File: src/rtl/rng_fetch_pkg.sv
package rng_fetch_pkg;

  localparam logic [1:0] OP_READ = 2'd0;
  localparam logic [1:0] OP_ACQ  = 2'd1;
  localparam logic [1:0] OP_REL  = 2'd2;

  localparam logic [1:0] ADR_CTRL = 2'd0;
  localparam logic [1:0] ADR_STAT = 2'd1;
  localparam logic [1:0] ADR_DATA = 2'd2;

  localparam int BIT_EN   = 2;
  localparam int BIT_CED  = 5;
  localparam int BIT_RDY  = 0;
  localparam int BIT_SLIV = 2;
  localparam int BIT_SSTK = 6;

  localparam logic [31:0] CTRL_ON  = (32'd1 << BIT_EN) | (32'd1 << BIT_CED);
  localparam logic [31:0] STAT_CLR = ~(32'd1 << BIT_SSTK);

  localparam int DISCARD_WORDS = 12;

  typedef enum logic [4:0] {
    S_IDLE, S_UP0, S_UP1, S_NEXT, S_CHK, S_EN, S_POLL, S_CLR, S_DISC,
    S_RECHK, S_RDW, S_EMIT, S_OFF, S_FILL, S_REL, S_DN0, S_DONE
  } seq_state_e;

endpackage

File: src/rtl/rng_fetch_refcnt.sv
module rng_fetch_refcnt #(
  parameter int CNT_W = 4
) (
  input  logic clk,
  input  logic rst_n,
  input  logic inc,
  input  logic dec,
  output logic is_zero,
  output logic is_one
);
  localparam logic [CNT_W-1:0] CMAX = {CNT_W{1'b1}};

  logic [CNT_W-1:0] cnt_q, cnt_n;
  logic             cnt_en;

  always_comb begin
    cnt_n  = cnt_q;
    cnt_en = 1'b0;
    if (inc && !dec && cnt_q != CMAX) begin
      cnt_n  = cnt_q + CNT_W'(1);
      cnt_en = 1'b1;
    end else if (dec && !inc && cnt_q != '0) begin
      cnt_n  = cnt_q - CNT_W'(1);
      cnt_en = 1'b1;
    end
  end

  always_ff @(posedge clk or negedge rst_n) begin
    if (!rst_n)      cnt_q <= '0;
    else if (cnt_en) cnt_q <= cnt_n;
  end

  assign is_zero = (cnt_q == '0);
  assign is_one  = (cnt_q == CNT_W'(1));
endmodule

File: src/rtl/rng_fetch_timer.sv
module rng_fetch_timer #(
  parameter int TMO_CYC = 1000000
) (
  input  logic clk,
  input  logic rst_n,
  input  logic load,
  output logic expired
);
  localparam int TW = $clog2(TMO_CYC + 1);

  logic [TW-1:0] t_q, t_n;
  logic          t_en;

  always_comb begin
    t_en = load || (t_q != '0);
    t_n  = load ? TW'(TMO_CYC) : t_q - TW'(1);
  end

  always_ff @(posedge clk or negedge rst_n) begin
    if (!rst_n)    t_q <= '0;
    else if (t_en) t_q <= t_n;
  end

  assign expired = (t_q == '0);
endmodule

File: src/rtl/rng_fetch_lane.sv
module rng_fetch_lane #(
  parameter int WORD_W = 32
) (
  input  logic [WORD_W-1:0]                word,
  input  logic [$clog2(WORD_W/8)-1:0]      sel,
  input  logic                             zero,
  output logic [7:0]                       byte_o
);
  localparam int NB = WORD_W / 8;

  logic [7:0] lanes [NB];

  for (genvar g = 0; g < NB; g++) begin : g_lane
    assign lanes[g] = word[8*g +: 8];
  end

  assign byte_o = zero ? 8'h00 : lanes[sel];
endmodule

File: src/rtl/rng_fetch_seq.sv
module rng_fetch_seq
  import rng_fetch_pkg::*;
#(
  parameter int LEN_W       = 8,
  parameter int CNT_W       = 4,
  parameter int TMO_CYC     = 1000000,
  parameter int CHUNK_BYTES = 16
) (
  input  logic             clk,
  input  logic             rst_n,
  input  logic             req_valid,
  output logic             req_ready,
  input  logic [1:0]       req_op,
  input  logic [LEN_W-1:0] req_len,
  output logic             out_valid,
  input  logic             out_ready,
  output logic [7:0]       out_data,
  output logic             done,
  output logic             done_err,
  output logic             done_fatal,
  output logic             rng_clk_en,
  output logic             bus_req,
  output logic             bus_we,
  output logic [1:0]       bus_addr,
  output logic [31:0]      bus_wdata,
  input  logic [31:0]      bus_rdata,
  input  logic             bus_ack
);
  localparam int CH_W  = $clog2(CHUNK_BYTES + 1);
  localparam int DW    = $clog2(DISCARD_WORDS);
  localparam int SEL_W = 2;
  localparam logic [LEN_W-1:0] CHUNK_L = LEN_W'(CHUNK_BYTES);

  seq_state_e       st_q, st_n;
  logic [1:0]       op_q, op_n;
  logic [LEN_W-1:0] rem_q, rem_n;
  logic [CH_W-1:0]  chk_q, chk_n;
  logic [31:0]      wrd_q, wrd_n;
  logic [SEL_W-1:0] bi_q, bi_n;
  logic [DW-1:0]    disc_q, disc_n;
  logic             own_q, own_n, err_q, err_n, fat_q, fat_n;
  logic             cnt_inc, cnt_dec, cnt_zero, cnt_one;
  logic             tmr_load, tmr_exp, fill_sel;

  rng_fetch_refcnt #(.CNT_W(CNT_W)) u_ref (
    .clk(clk), .rst_n(rst_n), .inc(cnt_inc), .dec(cnt_dec),
    .is_zero(cnt_zero), .is_one(cnt_one)
  );

  rng_fetch_timer #(.TMO_CYC(TMO_CYC)) u_tmr (
    .clk(clk), .rst_n(rst_n), .load(tmr_load), .expired(tmr_exp)
  );

  rng_fetch_lane #(.WORD_W(32)) u_lane (
    .word(wrd_q), .sel(bi_q), .zero(fill_sel), .byte_o(out_data)
  );

  always_comb begin
    st_n = st_q;  op_n = op_q;  rem_n = rem_q;  chk_n = chk_q;
    wrd_n = wrd_q; bi_n = bi_q; disc_n = disc_q;
    own_n = own_q; err_n = err_q; fat_n = fat_q;
    cnt_inc = 1'b0; cnt_dec = 1'b0; tmr_load = 1'b0;
    bus_req = 1'b0; bus_we = 1'b0; bus_addr = ADR_CTRL; bus_wdata = '0;
    out_valid = 1'b0; fill_sel = 1'b0; done = 1'b0;
    unique case (st_q)
      S_IDLE: if (req_valid) begin
        op_n = req_op; rem_n = req_len;
        own_n = 1'b0; err_n = 1'b0; fat_n = 1'b0;
        if (req_op == OP_READ || req_op == OP_ACQ) begin
          cnt_inc = 1'b1;
          if (cnt_zero)               st_n = S_UP0;
          else if (req_op == OP_READ) st_n = S_NEXT;
          else                        st_n = S_DONE;
        end else if (req_op == OP_REL) begin
          st_n = S_REL;
        end else begin
          st_n = S_DONE;
        end
      end
      S_UP0: begin
        bus_req = 1'b1; bus_we = 1'b1;
        if (bus_ack) st_n = S_UP1;
      end
      S_UP1: begin
        bus_req = 1'b1; bus_we = 1'b1; bus_wdata = CTRL_ON;
        if (bus_ack) st_n = (op_q == OP_READ) ? S_NEXT : S_DONE;
      end
      S_NEXT: begin
        if (own_q)              st_n = S_OFF;
        else if (rem_q == '0)   st_n = S_REL;
        else if (err_q)         st_n = S_FILL;
        else begin
          chk_n    = (rem_q > CHUNK_L) ? CH_W'(CHUNK_BYTES) : CH_W'(rem_q);
          tmr_load = 1'b1;
          st_n     = S_CHK;
        end
      end
      S_CHK: begin
        bus_req = 1'b1;
        if (bus_ack) st_n = bus_rdata[BIT_EN] ? S_POLL : S_EN;
      end
      S_EN: begin
        bus_req = 1'b1; bus_we = 1'b1; bus_wdata = CTRL_ON;
        if (bus_ack) begin own_n = 1'b1; st_n = S_POLL; end
      end
      S_POLL: begin
        bus_req = 1'b1; bus_addr = ADR_STAT;
        if (bus_ack) begin
          if (bus_rdata[BIT_SLIV] || bus_rdata[BIT_SSTK]) st_n = S_CLR;
          else if (bus_rdata[BIT_RDY])                    st_n = S_RDW;
          else if (tmr_exp) begin err_n = 1'b1; st_n = S_NEXT; end
        end
      end
      S_CLR: begin
        bus_req = 1'b1; bus_we = 1'b1; bus_addr = ADR_STAT; bus_wdata = STAT_CLR;
        if (bus_ack) begin disc_n = '0; st_n = S_DISC; end
      end
      S_DISC: begin
        bus_req = 1'b1; bus_addr = ADR_DATA;
        if (bus_ack) begin
          if (disc_q == DW'(DISCARD_WORDS - 1)) st_n = S_RECHK;
          else                                  disc_n = disc_q + DW'(1);
        end
      end
      S_RECHK: begin
        bus_req = 1'b1; bus_addr = ADR_STAT;
        if (bus_ack) begin
          if (bus_rdata[BIT_SSTK]) begin
            err_n = 1'b1; fat_n = 1'b1; st_n = S_NEXT;
          end else begin
            st_n = S_POLL;
          end
        end
      end
      S_RDW: begin
        bus_req = 1'b1; bus_addr = ADR_DATA;
        if (bus_ack) begin wrd_n = bus_rdata; bi_n = '0; st_n = S_EMIT; end
      end
      S_EMIT: begin
        out_valid = 1'b1;
        if (out_ready) begin
          rem_n = rem_q - LEN_W'(1);
          chk_n = chk_q - CH_W'(1);
          bi_n  = bi_q + SEL_W'(1);
          if (chk_q == CH_W'(1))       st_n = S_NEXT;
          else if (bi_q == SEL_W'(3))  st_n = S_RDW;
        end
      end
      S_OFF: begin
        bus_req = 1'b1; bus_we = 1'b1;
        if (bus_ack) begin own_n = 1'b0; st_n = S_NEXT; end
      end
      S_FILL: begin
        out_valid = 1'b1; fill_sel = 1'b1;
        if (out_ready) begin
          rem_n = rem_q - LEN_W'(1);
          if (rem_q == LEN_W'(1)) st_n = S_NEXT;
        end
      end
      S_REL: begin
        cnt_dec = 1'b1;
        st_n    = cnt_one ? S_DN0 : S_DONE;
      end
      S_DN0: begin
        bus_req = 1'b1; bus_we = 1'b1;
        if (bus_ack) st_n = S_DONE;
      end
      S_DONE: begin
        done = 1'b1;
        st_n = S_IDLE;
      end
      default: st_n = S_IDLE;
    endcase
  end

  always_ff @(posedge clk or negedge rst_n) begin
    if (!rst_n) begin
      st_q <= S_IDLE; op_q <= OP_READ; rem_q <= '0; chk_q <= '0;
      wrd_q <= '0; bi_q <= '0; disc_q <= '0;
      own_q <= 1'b0; err_q <= 1'b0; fat_q <= 1'b0;
    end else begin
      st_q <= st_n; op_q <= op_n; rem_q <= rem_n; chk_q <= chk_n;
      wrd_q <= wrd_n; bi_q <= bi_n; disc_q <= disc_n;
      own_q <= own_n; err_q <= err_n; fat_q <= fat_n;
    end
  end

  assign req_ready  = (st_q == S_IDLE);
  assign done_err   = done & err_q;
  assign done_fatal = done & fat_q;
  assign rng_clk_en = !cnt_zero || (st_q == S_DN0);
endmodule

File: config.mk
export PLATFORM = sky130hd
export DESIGN_NAME = rng_fetch_seq
export DESIGN_NICKNAME = d
export VERILOG_FILES = /design/src/rtl/rng_fetch_pkg.sv /design/src/rtl/rng_fetch_refcnt.sv /design/src/rtl/rng_fetch_timer.sv /design/src/rtl/rng_fetch_lane.sv /design/src/rtl/rng_fetch_seq.sv
export SDC_FILE = /design/constraint.sdc
export NUM_CORES = 1
export LEC_CHECK = 0
export ABC_AREA = 1
export BUFFER_PORTS_ARGS = -buffer_cell sky130_fd_sc_hd__buf_2
export CORE_AREA = 8 8 105 107
export DETAILED_ROUTE_END_ITERATION = 8
export DIE_AREA = 0 0 113 115
export GPL_TIMING_DRIVEN = 1
export PLACE_DENSITY_LB_ADDON = 0.05
export SYNTH_ARGS = -nofsm -noshare
export SYNTH_HDL_FRONTEND = slang
export SYNTH_SLANG_ARGS = --single-unit
File: constraint.sdc
create_clock -name clk -period 5.9 [get_ports clk]
set_clock_uncertainty 0.05 [all_clocks]
set_input_delay 0 -clock clk [delete_from_list [all_inputs] [get_ports clk]]
set_output_delay 0 -clock clk [all_outputs]
set_load 0.005 [all_outputs]
==> results of run 1 <==
[flip-flops by register name, summed over array words and instances, names as in the netlist]
| register | count |
|---|---|
| wrd_q | 32 |
| u_tmr.t_q | 20 |
| rem_q | 8 |
| chk_q | 5 |
| st_q | 5 |
| disc_q | 4 |
| u_ref.cnt_q | 4 |
| bi_q | 2 |
| op_q | 2 |
| err_q | 1 |
| fat_q | 1 |
| own_q | 1 |
[repair_timing]
item | 4_1_cts | 5_1_grt
hold endpoints to repair | 132 | 0
hold buffers | 46 | 0
buffers inserted | 0 | 0
[worst max path at each step]
| stage | startpoint | to | slack (ns) | cells past startpoint |
|---|---|---|---|---|
| floorplan | st_q[0] | disc_q[0] | 3.94 | 9 |
| global placement | rem_q[0] | u_tmr.t_q[1] | 3.60 | 10 |
| detailed placement | st_q[4] | u_tmr.t_q[12] | 3.53 | 7 |
| CTS | rem_q[0] | u_tmr.t_q[1] | 3.50 | 10 |
| global route | rem_q[0] | u_tmr.t_q[1] | 3.14 | 10 |
| finish | rem_q[0] | u_tmr.t_q[1] | 3.49 | 10 |
[layer usage]
layer  up-vias  part of all wire  global-route usage
met5         -                 0                   0
met4         0             0.016              0.0631
met3        21             0.059              0.0604
met2       176              0.46               0.365
met1      2334              0.46               0.295
li1       2528                 -                   -
[synthesized netlist by cell type (3+ instances only)]
| cell type | instances |
|---|---|
| nor2_2 | 5 |
| inv_2 | 3 |
| nand3_1 | 53 |
| o21ai_2 | 4 |
| nand2_2 | 3 |
| buf_2 | 5 |
| inv_1 | 77 |
| nor3_1 | 11 |
| ha_1 | 11 |
| mux2_2 | 18 |
| o211ai_1 | 9 |
| buf_4 | 33 |
| a21oi_1 | 21 |
| mux2_4 | 9 |
| nand4_1 | 6 |
| o21ai_1 | 5 |
| o31ai_1 | 4 |
| nand2_1 | 119 |
| nand3_2 | 4 |
| clkbuf_1 | 4 |
| xor2_1 | 13 |
| o21ai_0 | 48 |
| a31oi_1 | 4 |
| nor2_4 | 7 |
| nor2_1 | 133 |
| buf_6 | 3 |
| dfrtp_1 | 85 |
| xnor2_1 | 3 |
[layout by cell type, fill, tap and decap left out, drive strengths merged, types with 3 or more instances in the layout]
cell type | netlist | layout
nor2 | 146 | 146
nand2 | 124 | 124
buf | 41 | 96
dfrtp | 85 | 85
inv | 80 | 81
nand3 | 59 | 59
o21ai | 57 | 57
dlygate4sd3 | 0 | 46
mux2 | 28 | 28
a21oi | 22 | 22
xor2 | 13 | 13
nor3 | 11 | 11
ha | 11 | 11
clkbuf | 4 | 11
o211ai | 10 | 10
nand4 | 6 | 6
a31oi | 4 | 4
o31ai | 4 | 4
xnor2 | 3 | 3
o22ai | 3 | 3
[worst register-to-register path, stage by stage, from the launching register on]
cell and delay, ns:
dfrtp_1 0.43, inv_1 0.12, ha_1 0.24, nand2_1 0.10, nor2_1 0.29, inv_1 0.10
nand4_1 0.39, inv_2 0.19, nor2_2 0.28, nand2_1 0.07, o21ai_0 0.07
[power by group]
group,internal [W],switching (W)
clock network,0.000197,0.000208
registers,0.000837,0.000238
logic,0.000586,0.000867
total,0.00162,0.00131
[through the flow]
step | cell area, um2 | hold WS, ns | util | total power, W | setup WS, ns
after global placement | 5900 | 0.183 | 0.623 | 0.00245 | 3.60
after floorplan | 5590 | -0.346 | - | 0.00211 | 3.94
after detailed placement | 5900 | 0.186 | 0.623 | 0.00249 | 3.53
after global routing | 6550 | 0.110 | 0.692 | 0.00319 | 3.14
after CTS | 6550 | 0.0386 | 0.692 | 0.00294 | 3.50
final | 6550 | 0.0462 | 0.692 | 0.00293 | 3.49
[cell type report]
type,count,area [um2]
Clock buffer,11,131
Clock inverter,5,58.8
Fill cell,760,2910
Inverter,80,300
Multi-Input combinational cell,512,2840
Sequential cell,85,2130
Tap cell,114,143
Timing Repair Buffer,142,946
[cells by family (layout without fill, tap and decap cells)]
kind of cell	count (synthesis)	in the layout	synth area share
muxes	28	28	0.0624
xor gates and xnor gates	16	16	0.0251
adders and majority gates	11	11	0.0246
AOI/OAI and AO/OA	103	103	0.110
other	1	1	0.000671
DFF	85	85	0.380
buffers and inverters	125	238	0.111
and+or+nand+nor	353	353	0.286
==> metrics.md, run 1 <==
| Metric | Value |
|---|---|
| Wire length per cell | `around 15 um` |
| Startpoint class of the critical path | `flop` |
| Hold Crit Endpoint | `bi_q[1]` |
| Root buffer cell | `clkbuf_8` |
| Initial Util | `0.591` |
| Die Wd | `~110 um` |
| Status | `completed` |
| Final setup vio count | `0` |
| Rows | `36` |
| Total number of vias | `5059` |
| Drt pass-1 iters | `5` |
| Hold Vio Cnt, Final | `0` |
| Synthesized area | `around 5600 um2` |
| Rel. slew slack | `0.296` |
| Worst Hold Depth | `4` |
| Post-synth EDFFs | `0` |
| Antenna violations before repair | `0` |
| Max-Cap Viols | `0` |
| # nets final | `888` |
| Antenna Cells | `0` |
| Arrival @ worst endpoint | `about 2.6 ns` |
| TritonCTS clock tree | `built` |
| Final WL | `around 14000 um` |
| Crit path max-delay family | `simple AND/OR/NAND/NOR gates` |
| Layout area overhead | `17.1%` |
| Largest net degree at the start of global routing | `86` |
| Clock sinks | `85` |
| Antenna-violating nets left | `0` |
| Crit-path slowest cell | `dfrtp_1` |
| Fraction of layout instances using a drive strength above 1 | `0.207` |
| Main area contributors after synthesis | `dfrtp_1 38%, nor2_1 8.9%, nand2_1 8.0%` |
| Worst skew pair latency | `roughly 0.36 ns` |
| Register area share after synthesis | `0.380` |
| Hold path start | `out_ready` |
| Power Dens Cells | `approximately 450 nW/um2` |
| Final total negative setup slack | `0 ns` |
| Flops & latches, synth | `between 80 and 90` |
| Global-route wire length before repair | `roughly 24000 um` |
| DR iter-0 viols | `between 300 and 400` |
| Final Non-Filler Cells | `between 900 and 1000` |
| Async set or reset register ratio after synthesis | `1.00` |
| Syn_area_per_cell | `between 7 and 8 um2` |
| Tcrit/Tclk final | `0.408` |
| Placeable Area | `between 9000 and 10000 um2` |
| Max Slew Vio Count | `0` |
| Synth cell types | `44` |
| Dominant cell type by area after synthesis | `dfrtp_1` |
| Leakage | `between 3 and 4 nW` |
| Syn Inst Count | `722` |
| Crit path kind | `flop to flop` |
| Max incr delay on CP | `approximately 0.43 ns` |
| Worst R2R Path Depth | `10` |
| DRC viols | `0` |
| Post-CTS sizing | `0` |
| H-tree depth | `3` |
| Overflow after GRT | `0` |
| Die Footprint | `~13000 um2` |
| Cells after DPL | `887` |
| CP Data Required Time | `between 6 and 7 ns` |
| Placer Congestion | `0.911` |
| Die H | `about 120 um` |
| GRT Overall Usage | `0.227` |
| Maximum VDD drop | `0.258 mV` |
| Vias in the first global route | `between 5000 and 6000` |
| Synth top area share | `0.380` |
| Worst setup EP type | `flop` |
| Worst Max-Slew Pin Slew | `roughly 1.1 ns` |
| Crit-path cells | `inv_1, ha_1, nand2_1, nor2_1, inv_1, nand4_1, inv_2, nor2_2, nand2_1, o21ai_0` |
| Worst-path clk slew | `around 0.09 ns` |
| R2R setup slack | `roughly 3.5 ns` |
| Number of buffers inserted by port buffering | `95` |
| Ys Warns | `0` |
| HPWL after detailed placement | `approximately 10000 um` |
| Synth Flop Type | `dfrtp_1` |
| RSZ-0062 raised after global routing | `no` |
| Fin crit period | `around 2.4 ns` |
| Top-level port count | `between 90 and 100` |
| Vias per cell | `5.33` |
| Hold WC Path Type | `primary input to flop` |
| Worst R2R End | `u_tmr.t_q[1]` |
| Peak Freq | `roughly 0.42 GHz` |
| CTS Buf Count | `9` |
| Buffers & Inverters on Critical Path | `3` |
| Syn_nets | `780` |
| Max FO, Critical Path | `12` |
| Max Buffers Root-to-Sink | `2` |
| R2r startpoint | `rem_q[0]` |
No activity file was read; power rests on OpenSTA's default activity.
==> inputs of run 2 (changes only) <==
Settings changed: CORE_AREA 8 8 105 107 to 8 8 109 111, DIE_AREA 0 0 113 115 to 0 0 117 119.
Clock period 5.9 ns to 2.3 ns, I/O delays scaled along.
==> run 2 against run 1 <==
Compared with the run above: clock-buffer cell count unchanged; flip-flop and latch count unchanged; combinational power increased to 2.6 times the previous value; critical path depth decreased by 2; worst hold slack improved by 0.028 ns; utilization decreased by 3.0 points; final area increased by 2.0%; wire length increased by 1.3%; register-to-register slack got worse by 3.3 ns.
==> metrics.md, run 2 (synthesis gave the netlist of run 1 again) <==
| Metric | Value |
|---|---|
| Status | `completed` |
| Top-level port count | `97` |
| Worst R2R Path Depth | `8` |
| CP most frequent cell | `nand2_4` |
| Hold path start | `out_ready` |
| Worst R2R End | `op_q[1]` |
| Max Buffers Root-to-Sink | `2` |
| Max reg flops | `32` |
| Final core occ | `0.662` |
| CTS Buf Count | `9` |
| Fin crit period | `approximately 2.1 ns` |
| Tcrit/Tclk final | `0.932` |
| Multi-input gate area | `approximately 2800 um2` |
| Sw Pwr | `between 0.003 and 0.004 W` |
| Final Power | `roughly 0.0076 W` |
| DR iter-0 viols | `348` |
| Worst-path clk slew | `around 0.080 ns` |
| Rows | `37` |
| Worst skew pair latency | `between 0.3 and 0.4 ns` |
| Drt pass-1 iters | `5` |
| Final setup vio count | `0` |
| Post-CTS sizing | `0` |
| Hold WC Path Type | `primary input to flop` |
| HPWL after detailed placement | `~11000 um` |
| Crit path max-delay family | `buffers and inverters` |
| Met2 Wirelength | `approximately 6700 um` |
| Hold-fix buffers, CTS | `46` |
| DRC viols | `0` |
| CP Data Required Time | `~2.5 ns` |
| Crit-path slowest cell | `dlygate4sd3_1` |
| TritonCTS clock tree | `built` |
| Arrival @ worst endpoint | `2.35 ns` |
| Routed met3 length | `~760 um` |
| Peak Freq | `0.466 GHz` |
| Vias per cell | `around 5.2` |
| Worst setup EP type | `flop` |
| Layout area overhead | `19.5%` |
| Overflow after GRT | `0` |
| Crit-path cells | `inv_1, buf_4, nand2_4, nor2_8, nand2_4, nor2_4, dlygate4sd3_1, nor2_1` |
| Die Footprint | `13900 um2` |
| Antenna-violating nets left | `0` |
| Hold Vio Cnt, Final | `0` |
| Fraction of layout instances using a drive strength above 1 | `0.217` |
| Top Metal Used | `met4` |
| Comb power frac | `0.499` |
| Leakage | `3.47 nW` |
| Hold Crit Endpoint | `bi_q[0]` |
| Switching Fraction | `0.444` |
| Vias in the first global route | `roughly 5200` |
| Top reg by flops | `wrd_q` |
| H-tree depth | `3` |
| Crit path kind | `flop to flop` |
| Global-route wire length before repair | `24100 um` |
| Leading cell type in the layout, fill and taps excluded | `nor2_1` |
| Leading cell types in the layout, fill and taps excluded | `133 x nor2_1, 119 x nand2_1, 94 x buf_2` |
| Initial Util | `0.554` |
| Buffers & Inverters on Critical Path | `3` |
| Int Pwr | `between 0.004 and 0.005 W` |
| Post-CTS repair timing setup buffer count | `0` |
| R2R setup slack | `0.16 ns` |
| Clock sinks | `85` |
| Flop pwr share | `0.359` |
| Die Wd | `around 120 um` |
| Wire length per cell | `roughly 15 um` |
| Clock power share | `0.143` |
| Final WL | `roughly 14000 um` |
| Maximum VDD drop | `0.525 mV` |
| Max FO, Critical Path | `7` |
| Total number of vias | `around 5000` |
| Largest regs | `wrd_q (32), u_tmr.t_q (20), rem_q (8)` |
| Max incr delay on CP | `0.55 ns` |
| Worst Hold Depth | `4` |
| # nets final | `between 800 and 900` |
| Startpoint class of the critical path | `flop` |
| Max Slew Vio Count | `0` |
| Placeable Area | `10100 um2` |
| Placer Congestion | `roughly 0.97` |
| Final total negative setup slack | `0 ns` |
| Root buffer cell | `clkbuf_8` |
| Number of buffers inserted by port buffering | `95` |
| RSZ-0062 raised after global routing | `no` |
| Power Dens Cells | `1130 nW/um2` |
| Met1 wire length | `between 6000 and 7000 um` |
| Max-Cap Viols | `0` |
| Largest net degree at the start of global routing | `52` |
| Antenna violations before repair | `1` |
| # fillers | `879` |
| Die H | `approximately 120 um` |
| Reg area | `between 2000 and 2500 um2` |
| GRT Overall Usage | `0.213` |
| R2r startpoint | `st_q[4]` |
[run 2: cell count changes in the layout (fill, tap and decap cells not counted)]
cell | previous run | this run
diode_2 | 0 | 1
buf_12 | 0 | 2
clkbuf_1 | 2 | 1
clkbuf_8 | 9 | 10
buf_4 | 2 | 9
[run 2: worst min-delay path, cell delays in order]
cell and delay [ns]:
buf_2 0.12, nand2_1 0.14, nand2_1 0.12, o21ai_0 0.07
[run 2: cell type report]
type                    instances  area share
well taps                     136      0.0255
inverters                      80      0.0450
multi-input cells             512       0.425
diodes                          1    0.000375
clock inverters                 5     0.00880
flip-flops and latches         85       0.318
repair buffers                151       0.155
clock buffers                  11      0.0212
[run 2: power groups by stage]
stage	sequential (W)	clock (W)	combinational [W]
floorplan	0.00253	0	0.00288
global placement	0.00270	0	0.00364
detailed placement	0.00273	0	0.00369
CTS	0.00270	0.00111	0.00378
global route	0.00282	0.00117	0.00425
finish	0.00272	0.00108	0.00378
[run 2: metal layers]
metal / track usage / up-vias
li1: - / 2545
met2: 0.341 / 171
met5: 0 / -
met3: 0.0455 / 19
met1: 0.284 / 2384
met4: 0.0592 / 0
[run 2: stage by stage]
stage	hold WS, ns	cell area, um2	setup slack (ns)	instances
after floorplan	-0.346	5590	0.339	722
after global placement	-0.0679	6020	0.363	918
after detailed placement	-0.0596	6020	0.239	918
after CTS	0.0531	6680	0.160	980
after global routing	0.102	6680	0.00701	981
final	0.0743	6680	0.156	981
[run 2: worst max path at each step]
| stage | to | slack, ns | cells after the start | start |
|---|---|---|---|---|
| final | op_q[1] | 0.16 | 8 | st_q[4] |
| after floorplan | disc_q[0] | 0.34 | 9 | st_q[0] |
| after global routing | u_tmr.t_q[0] | 0.007 | 10 | rem_q[0] |
| after global placement | u_tmr.t_q[0] | 0.36 | 10 | rem_q[0] |
| after CTS | op_q[1] | 0.16 | 8 | st_q[4] |
| after detailed placement | u_tmr.t_q[0] | 0.24 | 10 | rem_q[0] |
